**config.mk**
```make
export PLATFORM = sky130hd
export DESIGN_NAME = posit_quire_mac
export DESIGN_NICKNAME = d
export VERILOG_FILES = /design/src/rtl/posit_mac_pkg.sv /design/src/rtl/posit_decode.sv /design/src/rtl/posit_product.sv /design/src/rtl/quire_accum.sv /design/src/rtl/posit_quire_mac.sv
export SDC_FILE = /design/constraint.sdc
export NUM_CORES = 1
export LEC_CHECK = 0
export BUFFER_PORTS_ARGS = -buffer_cell sky130_fd_sc_hd__clkbuf_2
export CAP_MARGIN = 20
export CORE_MARGIN = 1
export CORE_UTILIZATION = 35
export CTS_CLUSTER_SIZE = 10
export DETAILED_ROUTE_END_ITERATION = 8
export PLACE_DENSITY = 0.5
export SYNTH_ARGS = -nofsm -noshare
export SYNTH_HDL_FRONTEND = slang
export SYNTH_HIERARCHICAL = 1
export SYNTH_SLANG_ARGS = --single-unit
```
**constraint.sdc**
```tcl
create_clock -name clk -period 3.5 [get_ports clk]
set_input_delay 0.7 -clock clk [delete_from_list [all_inputs] [get_ports clk]]
set_output_delay 0.7 -clock clk [all_outputs]
set_load 0.005 [all_outputs]
```
**src/rtl/posit_mac_pkg.sv**
```systemverilog
package posit_mac_pkg;

    // Classification of a decoded posit word
    typedef enum logic [1:0] {
        PCLS_ZERO = 2'd0,
        PCLS_NAR  = 2'd1,
        PCLS_NORM = 2'd2
    } pcls_e;

endpackage

```
**src/rtl/posit_decode.sv**
```systemverilog
module posit_decode
    import posit_mac_pkg::*;
#(
    parameter int PW = 8,
    parameter int ES = 2,
    localparam int FW  = PW - 3 - ES,
    localparam int SW  = FW + 1,
    localparam int SCW = $clog2(PW * (1 << ES)) + 2,
    localparam int RW  = $clog2(PW) + 1
) (
    input  logic [PW-1:0]         word,
    output pcls_e                 cls,
    output logic                  neg,
    output logic signed [SCW-1:0] scale,
    output logic [SW-1:0]         sig
);

    localparam logic [PW-2:0] ONE_B = {{(PW-2){1'b0}}, 1'b1};

    logic [PW-2:0]         body;
    logic                  lead;
    logic                  done;
    logic [RW-1:0]         run;
    logic [PW-4:0]         rest;
    logic [ES-1:0]         ex;
    logic [FW-1:0]         fr;
    logic signed [SCW-1:0] kval;

    always_comb begin
        body = word[PW-1] ? (~word[PW-2:0] + ONE_B) : word[PW-2:0];
        lead = body[PW-2];
        run  = '0;
        done = 1'b0;
        for (int i = PW - 2; i >= 0; i--) begin
            if (!done) begin
                if (body[i] == lead) run = run + RW'(1);
                else                 done = 1'b1;
            end
        end
        // bits after the shortest possible regime, realigned past the actual one
        rest  = body[PW-4:0] << (run - RW'(1));
        ex    = rest[PW-4 -: ES];
        fr    = rest[PW-4-ES -: FW];
        kval  = lead ? (SCW'(run) - SCW'(1)) : (SCW'(0) - SCW'(run));
        scale = (kval <<< ES) + SCW'(ex);
        sig   = {1'b1, fr};
        neg   = word[PW-1];
        if (word == '0)                           cls = PCLS_ZERO;
        else if (word == {1'b1, {(PW-1){1'b0}}})  cls = PCLS_NAR;
        else                                      cls = PCLS_NORM;
    end

endmodule

```
**src/rtl/posit_product.sv**
```systemverilog
module posit_product
    import posit_mac_pkg::*;
#(
    parameter int PW = 8,
    parameter int ES = 2,
    parameter int QW = 32,
    parameter int QF = 16,
    localparam int FW  = PW - 3 - ES,
    localparam int SW  = FW + 1,
    localparam int SCW = $clog2(PW * (1 << ES)) + 2
) (
    input  pcls_e                 cls_a,
    input  pcls_e                 cls_b,
    input  logic                  neg_a,
    input  logic                  neg_b,
    input  logic signed [SCW-1:0] scale_a,
    input  logic signed [SCW-1:0] scale_b,
    input  logic [SW-1:0]         sig_a,
    input  logic [SW-1:0]         sig_b,
    output logic [QW-1:0]         mag,
    output logic                  pneg,
    output logic                  povf,
    output logic                  pnar
);

    // value = prod * 2^(s - 2*FW); quire integer = value * 2^QF
    localparam int OVF_SCALE = QW - QF - 1;

    logic [2*SW-1:0]     prod;
    logic signed [SCW:0] s;
    logic [QW-1:0]       ext;
    logic [QW-1:0]       shifted;
    int                  sh;

    always_comb begin
        prod    = sig_a * sig_b;
        s       = {scale_a[SCW-1], scale_a} + {scale_b[SCW-1], scale_b};
        sh      = int'(s) - 2 * FW + QF;
        ext     = QW'(prod);
        shifted = (sh >= 0) ? (ext << sh) : (ext >> (-sh));
        pnar    = (cls_a == PCLS_NAR) || (cls_b == PCLS_NAR);
        pneg    = neg_a ^ neg_b;
        mag     = '0;
        povf    = 1'b0;
        if (!pnar && cls_a == PCLS_NORM && cls_b == PCLS_NORM) begin
            if (int'(s) >= OVF_SCALE || shifted[QW-1]) povf = 1'b1;
            else                                       mag  = shifted;
        end
    end

endmodule

```
**src/rtl/quire_accum.sv**
```systemverilog
module quire_accum #(
    parameter int QW = 32
) (
    input  logic          clk,
    input  logic          rst_n,
    input  logic          acc_en,
    input  logic          clr_en,
    input  logic [QW-1:0] mag,
    input  logic          pneg,
    input  logic          povf,
    input  logic          pnar,
    output logic [QW-1:0] quire,
    output logic          ovf_flag,
    output logic          nar_flag
);

    localparam logic [QW-1:0] QMAX = {1'b0, {(QW-1){1'b1}}};
    localparam logic [QW-1:0] QMIN = {1'b1, {(QW-1){1'b0}}};

    typedef struct packed {
        logic [QW-1:0] quire;
        logic          ovf;
        logic          nar;
    } qstate_t;

    qstate_t       st_d, st_q;
    logic [QW:0]   addend;
    logic [QW:0]   sum;

    always_comb begin
        st_d   = st_q;
        addend = pneg ? ({(QW+1){1'b0}} - {1'b0, mag}) : {1'b0, mag};
        sum    = {st_q.quire[QW-1], st_q.quire} + addend;
        if (clr_en) begin
            st_d = '0;
        end else if (acc_en) begin
            if (pnar) begin
                st_d.nar = 1'b1;
            end else if (povf) begin
                st_d.ovf   = 1'b1;
                st_d.quire = pneg ? QMIN : QMAX;
            end else if (sum[QW] != sum[QW-1]) begin
                st_d.ovf   = 1'b1;
                st_d.quire = sum[QW] ? QMIN : QMAX;
            end else begin
                st_d.quire = sum[QW-1:0];
            end
        end
    end

    always_ff @(posedge clk or negedge rst_n) begin
        if (!rst_n) st_q <= '0;
        else        st_q <= st_d;
    end

    assign quire    = st_q.quire;
    assign ovf_flag = st_q.ovf;
    assign nar_flag = st_q.nar;


    clr_wins_chk: assert property (@(posedge clk) disable iff (!rst_n)
        clr_en |=> (quire == '0 && !ovf_flag && !nar_flag));


    ovf_sticky_chk: assert property (@(posedge clk) disable iff (!rst_n)
        (ovf_flag && !clr_en) |=> ovf_flag);


    nar_sticky_chk: assert property (@(posedge clk) disable iff (!rst_n)
        (nar_flag && !clr_en) |=> nar_flag);


    idle_hold_chk: assert property (@(posedge clk) disable iff (!rst_n)
        (!acc_en && !clr_en) |=> ($stable(quire) && $stable(ovf_flag) && $stable(nar_flag)));


    prod_ovf_clamp_chk: assert property (@(posedge clk) disable iff (!rst_n)
        (acc_en && !clr_en && !pnar && povf) |=> (ovf_flag && (quire == QMAX || quire == QMIN)));

endmodule

```
**src/rtl/posit_quire_mac.sv**
```systemverilog
module posit_quire_mac
    import posit_mac_pkg::*;
#(
    parameter int PW = 8,
    parameter int ES = 2,
    parameter int QW = 32,
    parameter int QF = 16,
    localparam int FW  = PW - 3 - ES,
    localparam int SW  = FW + 1,
    localparam int SCW = $clog2(PW * (1 << ES)) + 2
) (
    input  logic          clk,
    input  logic          rst_n,
    input  logic          acc_en,
    input  logic          clr_en,
    input  logic [PW-1:0] opa,
    input  logic [PW-1:0] opb,
    output logic [QW-1:0] quire,
    output logic          ovf_flag,
    output logic          nar_flag
);

    localparam logic [PW-1:0] NAR_WORD = {1'b1, {(PW-1){1'b0}}};

    pcls_e                 cls_a, cls_b;
    logic                  neg_a, neg_b;
    logic signed [SCW-1:0] scale_a, scale_b;
    logic [SW-1:0]         sig_a, sig_b;
    logic [QW-1:0]         mag;
    logic                  pneg, povf, pnar;

    posit_decode #(.PW(PW), .ES(ES)) u_deca (
        .word(opa), .cls(cls_a), .neg(neg_a), .scale(scale_a), .sig(sig_a)
    );

    posit_decode #(.PW(PW), .ES(ES)) u_decb (
        .word(opb), .cls(cls_b), .neg(neg_b), .scale(scale_b), .sig(sig_b)
    );

    posit_product #(.PW(PW), .ES(ES), .QW(QW), .QF(QF)) u_prod (
        .cls_a(cls_a), .cls_b(cls_b), .neg_a(neg_a), .neg_b(neg_b),
        .scale_a(scale_a), .scale_b(scale_b), .sig_a(sig_a), .sig_b(sig_b),
        .mag(mag), .pneg(pneg), .povf(povf), .pnar(pnar)
    );

    quire_accum #(.QW(QW)) u_acc (
        .clk(clk), .rst_n(rst_n), .acc_en(acc_en), .clr_en(clr_en),
        .mag(mag), .pneg(pneg), .povf(povf), .pnar(pnar),
        .quire(quire), .ovf_flag(ovf_flag), .nar_flag(nar_flag)
    );


    zero_operand_chk: assert property (@(posedge clk) disable iff (!rst_n)
        (acc_en && !clr_en && (opa == '0 || opb == '0) && opa != NAR_WORD && opb != NAR_WORD)
        |=> ($stable(quire) && $stable(ovf_flag)));


    nar_operand_chk: assert property (@(posedge clk) disable iff (!rst_n)
        (acc_en && !clr_en && (opa == NAR_WORD || opb == NAR_WORD))
        |=> ($stable(quire) && nar_flag));

endmodule

```
== After elaboration in Yosys (flattened, before gate mapping) ==
Cells that the tools add are included.
Word-level totals
  input port bits: 20
  bits in registers: 34
  output and inout bits: 34
  word-level logic and storage cells: 135
Operators by class
  order comparisons: 2
  multiply operators: 1
  equal/unequal tests: 20
  bitwise operators: 3
  $add $sub $neg: 26
  muxes and demuxes: 63
  shifts and indexed selects: 4
  reduce and logical (&&, ||, !) cells: 13
Operators by type and width (number)
  two-way mux 32 bit: 6
  two-way mux 33 bit: 3
  two-way mux 4 bit: 20
  two-way mux 34 bit: 2
  adder 4 x 1 -> 4 bit (second input constant): 10
  adder 33 bit: 1
  subtractor 1 x 32 -> 33 bit (first input constant): 1
  adder 32 x 6 -> 32 bit (second input constant): 1
  >= comparator 32 x 1 -> 1 bit (second input constant): 1
  negator 32 bit: 1
  << shifter 8 x 32 -> 32 bit: 1
  >> shifter 8 x 32 -> 32 bit: 1
  two-way mux 1 bit: 22
  == test 8 bit (second input constant): 2
  logical NOT 8 bit: 2
  adder 7 x 1 -> 7 bit (second input constant): 2
  adder 7 x 2 -> 7 bit: 2
  two-way mux 7 bit: 2
  NOT 7 bit: 2
  == test 1 bit: 12
  two-way mux 2 bit: 6
  two-way mux 5 bit: 2
  << shifter 5 x 4 -> 5 bit: 2
  subtractor 1 x 4 -> 5 bit (first input constant): 2
  other kinds (18): 26

== Logic depth before layout (Yosys ltp) ==
  depth in word-level cells: 41
  depth in mapped cells: 51

== Hierarchy ==
The synthesis kept the hierarchy.
By module, submodules not included
  quire_accum: cells each 512, instances 1, area each 3955.0 um2
  posit_product: cells each 403, instances 1, area each 2727.6 um2
  posit_decode: cells each 96, instances 2, area each 685.7 um2

== Worst setup path before layout ==
Ideal clock, no wire load.
  path kind: input to register
  start: input opa[0]
  end: register u_acc.st_q (netlist bit u_acc/quire[5])
  stages: 43
  required time: 3.417 ns
  slack: -7.557 ns
  buffers on the path: 3
  data arrival time: 10.975 ns
  cells stage by stage: inv_1 ha_1 or3b_1 o31ai_2 xnor2_1 inv_2 buf_6 nor2_2 a22o_2 ha_1 xnor2_2 nand2b_1 nor3_1 nand2_1 fa_1 fa_1 inv_1 ha_1 [... 7 more ...] a21oi_1 nor3_1 nand3_1 or2_2 or3_1 or2_2 o41ai_1 xnor2_1 ha_1 clkbuf_1 and3_1 a311o_1 and3_1 nor3_2 xor2_2 clkbuf_1 a211oi_1 o21ai_0
Between the ends
  word-level cells in the longest chain between the ends: 41
RTL lines
  from (decl): line posit_quire_mac.sv:16  | input logic [PW-1:0] opa,
  NOT 7 bit: line posit_decode.sv:30  | body = word[PW-1] ? (~word[PW-2:0] + ONE_B) : word[PW-2:0];
  adder 7 x 1 -> 7 bit: line posit_decode.sv:30
  two-way mux 7 bit (*): line posit_decode.sv:30
  == test 1 bit: line posit_decode.sv:36  | if (body[i] == lead) run = run + RW'(1);
  two-way mux 2 bit: line posit_decode.sv:36
  adder 4 x 1 -> 4 bit: line posit_decode.sv:36
  two-way mux 4 bit: line posit_decode.sv:36
  two-way mux 4 bit: line posit_decode.sv:35  | if (!done) begin
  [... 15 more ...]
  via scale_a[5]: line posit_quire_mac.sv:27  | logic signed [SCW-1:0] scale_a, scale_b;
  [... 9 more ...]
  via mag[6]: line posit_quire_mac.sv:29  | logic [QW-1:0] mag;
  [... 1 more ...]
  two-way mux 33 bit (*): line quire_accum.sv:32  | addend = pneg ? ({(QW+1){1'b0}} - {1'b0, mag}) : {1'b0, mag};
  adder 33 bit (*): line quire_accum.sv:33  | sum = {st_q.quire[QW-1], st_q.quire} + addend;
  two-way mux 32 bit / != test 1 bit (equally long branches): line quire_accum.sv:44, quire_accum.sv:42
  two-way mux 32 bit (*): line quire_accum.sv:42  | end else if (sum[QW] != sum[QW-1]) begin
  two-way mux 33 bit (*): line quire_accum.sv:39  | end else if (povf) begin
  two-way mux 33 bit (*): line quire_accum.sv:37  | if (pnar) begin
  two-way mux 34 bit (*): line quire_accum.sv:36  | end else if (acc_en) begin
  two-way mux 34 bit (*): line quire_accum.sv:34  | if (clr_en) begin
  to (signal assigned): line quire_accum.sv:53  | else st_q <= st_d;
  to (decl): line quire_accum.sv:26  | qstate_t st_d, st_q;
The timed path passes the listed nets; every way through them passes the cells marked *. The select of a mux whose other input is x is not followed.
A chain may end at the register's enable or synchronous reset.

== Final worst setup path ==
  start: input opa[1]
  end: register u_acc.st_q (netlist bit u_acc/quire[20])
Between the ends
  word-level cells in the longest chain between the ends: 41
RTL lines (line)
  NOT 7 bit: posit_decode.sv:30
  adder 7 x 1 -> 7 bit: posit_decode.sv:30
  two-way mux 7 bit (*): posit_decode.sv:30
  == test 1 bit: posit_decode.sv:36
  two-way mux 2 bit: posit_decode.sv:36
  adder 4 x 1 -> 4 bit: posit_decode.sv:36
  two-way mux 4 bit: posit_decode.sv:36
  two-way mux 4 bit: posit_decode.sv:35
  [... 15 more ...]
  via scale_a[1]: posit_quire_mac.sv:27
  [... 9 more ...]
  via mag[0]: posit_quire_mac.sv:29
  [... 1 more ...]
  two-way mux 33 bit (*): quire_accum.sv:32
  adder 33 bit (*): quire_accum.sv:33
  two-way mux 32 bit / != test 1 bit (equally long branches): quire_accum.sv:44, quire_accum.sv:42
  two-way mux 32 bit (*): quire_accum.sv:42
  two-way mux 33 bit (*): quire_accum.sv:39
  two-way mux 33 bit (*): quire_accum.sv:37
  two-way mux 34 bit (*): quire_accum.sv:36
  two-way mux 34 bit (*): quire_accum.sv:34
Marked as above.

==> flow_summary.yaml <==
setup_path:
  crit_path_end_kind: "register"
  crit_type: "in -> reg"
  cpPeakStageDelay_ps: 510
  r2r_slack_ps: 360
  critPathLaunchType: "input port"
  cpMaxStageDelayCell: "or4_4"
  path_max_fanout: 7
  worst_ep_arrival_time_ps: 10480
  critPathRequiredTime_ps: 3670
sta:
  tightest_slew_ps: 984
  setup_slack_ps: -6810
  finalHoldViolations: 0
  period_share_pct: 294
  rsz0062_at_grt: "true"
  period_minus_slack_ps: 10310
  clock_skew_ps: 7.35
  fmax_mhz: 97.0
  setup_viol: 33
  slew_viol_final: 0
  slew_headroom_pct: 34.4
routing:
  wl_met2_um: 14200
  routed.top_layer: "met4"
  totalWireLength_um: 31100
  drt_iter0_drc: 570
  vias: 10214
  ant_nets: 0
  drt-wirelength-per-cell_um: 16.8
  drc: 0
  dr_wl_met3_um: 1440
  via_per_inst: 5.53
  wl_met1_um: 14700
  firstDrtPassIters: 8
logic_synthesis:
  synth_xor_area_share_pct: 10.0
  synth_common_cells: "nand2_1 (121), a21oi_1 (79), nor2_1 (74)"
  netlist.area_leader.share_pct: 10.9
  synthArstFlopShare_pct: 100
  syn_area_mm2: 0.00805
  syn_area_per_cell_um2: 7.28
  synth_seq_cells: 34
  synth.area.top_cells: "ha_1 (11%), dfrtp_1 (11%), xnor2_1 (7.4%), nand2_1 (5.6%), a21oi_1 (4.9%)"
  synthMuxAreaShare_pct: 1.93
  ys.flop_type: "dfrtp_1"
  synthesis.nets: 1203
  synth_top_family_by_area: "compound AO/OA/AOI/OAI gates"
  ys_types: 97
  yosysMostFrequentCell: "nand2_1"
  yosys.area_share.adder_pct: 12.4
  yosysSeqAreaShare_pct: 10.6
  synth_edf_count: 0
  yosysTopAreaCell: "ha_1"
  yosys_warnings: 6
  synthSimpleGateAreaFrac_pct: 26.6
  netlist_instances: 1107
  synth-compound-area-share_pct: 33.0
final_layout:
  fill_cells: 2021
  seq_area_um2: 851
  antenna_cells: 0
  multi_input_area_mm2: 0.00819
  finalNetCount: 1656
  syn2layout_area_growth_pct: 69.0
  final_cells: 1846
  drive_above_1_share_pct: 48.1
run:
  maxCapViolCount: 0
run_status:
  status: "finished, violations left"
  violations: "negative setup slack"
clocking:
  worstSkewPairLatency_ps: 290
  cts_root_buf: "clkbuf_16"
  clk_path_buf_depth: 2
  cts_buffers: 5
  clock-sinks: 34
  htreeDepth: 2
  clkTransAtPathRegs_ps: 60
  cts-hold-fix-buffers: 0
  cts_tree: "done"
global_routing:
  track_usage_pct: 25.7
  grt_pass1_wl_um: 49800
  antenna_found_initial: 0
  first_global_vias: 10084
  grt_max_degree: 35
  gr-total-overflow: 0
floorplan:
  die_w_um: 154
  ios: 54
  row_count: 55
  die_y_um: 154
  floorplan.initialDensity_pct: 35.7
  core_mm2: 0.0226
  die_area_mm2: 0.0236
place:
  dp.cells: 1796
  place_congestion: 0.956
  dp_hpwl_um: 23800
  port_buffers: 53
min_path:
  hold_path_class: "reg -> reg"
-- state kept, by name, indices dropped and copies added (netlist names) --
| signal | cells |
|---|---|
| u_acc/quire | 32 |
| u_acc/nar_flag | 1 |
| u_acc/ovf_flag | 1 |
-- layer usage --
metal  track usage (%)  up-vias
met2              42.7      233
met5                 0        -
met4              5.62        0
li1                  -     5070
met3              4.03       50
met1              34.8     4861
-- cell families after synthesis --
family / count (synthesis)
compound gates: 377
xor+xnor: 87
fa+ha+maj: 76
buf+inv: 95
flops: 34
mux: 15
other cells: 3
simple gates: 420
-- layout make-up --
| cell class | count | share of cell area, % |
|---|---|---|
| clock inverters | 1 | 0.0368 |
| inverters | 38 | 1.34 |
| flip-flops and latches | 34 | 6.25 |
| multi-input cells | 979 | 60.1 |
| well taps | 285 | 2.62 |
| repair buffers | 502 | 28.6 |
| clock buffers | 7 | 1.05 |
-- path summary, 6_finish.rpt --
check	to	start	depth (start not counted)
setup / recovery	u_acc/quire[20]	opa[1]	50
hold reg to reg	u_acc/nar_flag	u_acc/nar_flag	2
min in group asynchronous	u_acc/quire[10]	rst_n	1
max in group asynchronous	u_acc/ovf_flag	rst_n	1
hold / removal	u_acc/nar_flag	u_acc/nar_flag	2
setup reg to reg	u_acc/quire[20]	u_acc/quire[1]	13
-- stage by stage --
step	hold WS (ps)	instance area, µm²	setup TNS (ps)	utilization, %	setup slack (ps)
floorplan	404	8690	-224160	-	-6840
detailed placement	493	12100	-246360	53.6	-7530
finish	509	13600	-222980	60.3	-6810
global placement	484	12100	-242930	53.6	-7420
CTS	507	13200	-218000	58.3	-6640
global route	542	13600	-236070	60.3	-7190
-- layout by cell type, fill, tap and decap left out, drive strengths merged, types with 6 or more instances in the layout --
cell / count
a2111oi: 8
a211oi: 30
a21boi: 7
a21o: 14
a21oi: 80
a221oi: 8
a31oi: 7
a32oi: 9
and2: 20
and3: 13
buf: 449
clkbuf: 60
dfrtp: 34
fa: 6
ha: 70
inv: 37
mux2i: 11
nand2: 121
nand2b: 23
nand3: 43
nand4: 12
nor2: 77
nor2b: 13
nor3: 33
nor3b: 10
nor4: 6
o211a: 7
o211ai: 18
o21a: 11
o21ai: 90
o221ai: 9
o31ai: 15
o41ai: 6
or2: 7
or3: 12
or4: 10
xnor2: 72
xor2: 16
-- critical path, delay by kind of cell --
family / cells / cell delay, ps
AO/OA/AOI/OAI: 15 / 2960
XOR/XNOR: 4 / 820
adder cells (fa/ha/maj): 5 / 1530
buffers and inverters: 7 / 960
multiplexers: 1 / 270
AND/OR/NAND/NOR: 18 / 3210
-- what timing repair did --
item,4_1_cts,5_1_grt
gates cloned,4,1
gates resized for setup,121,83
setup buffers,34,6
endpoints found under the setup margin,33,33
pin swaps,56,53
Power is not shown: default switching activity piles up to over one toggle a cycle in this logic, so the estimate is an artifact.
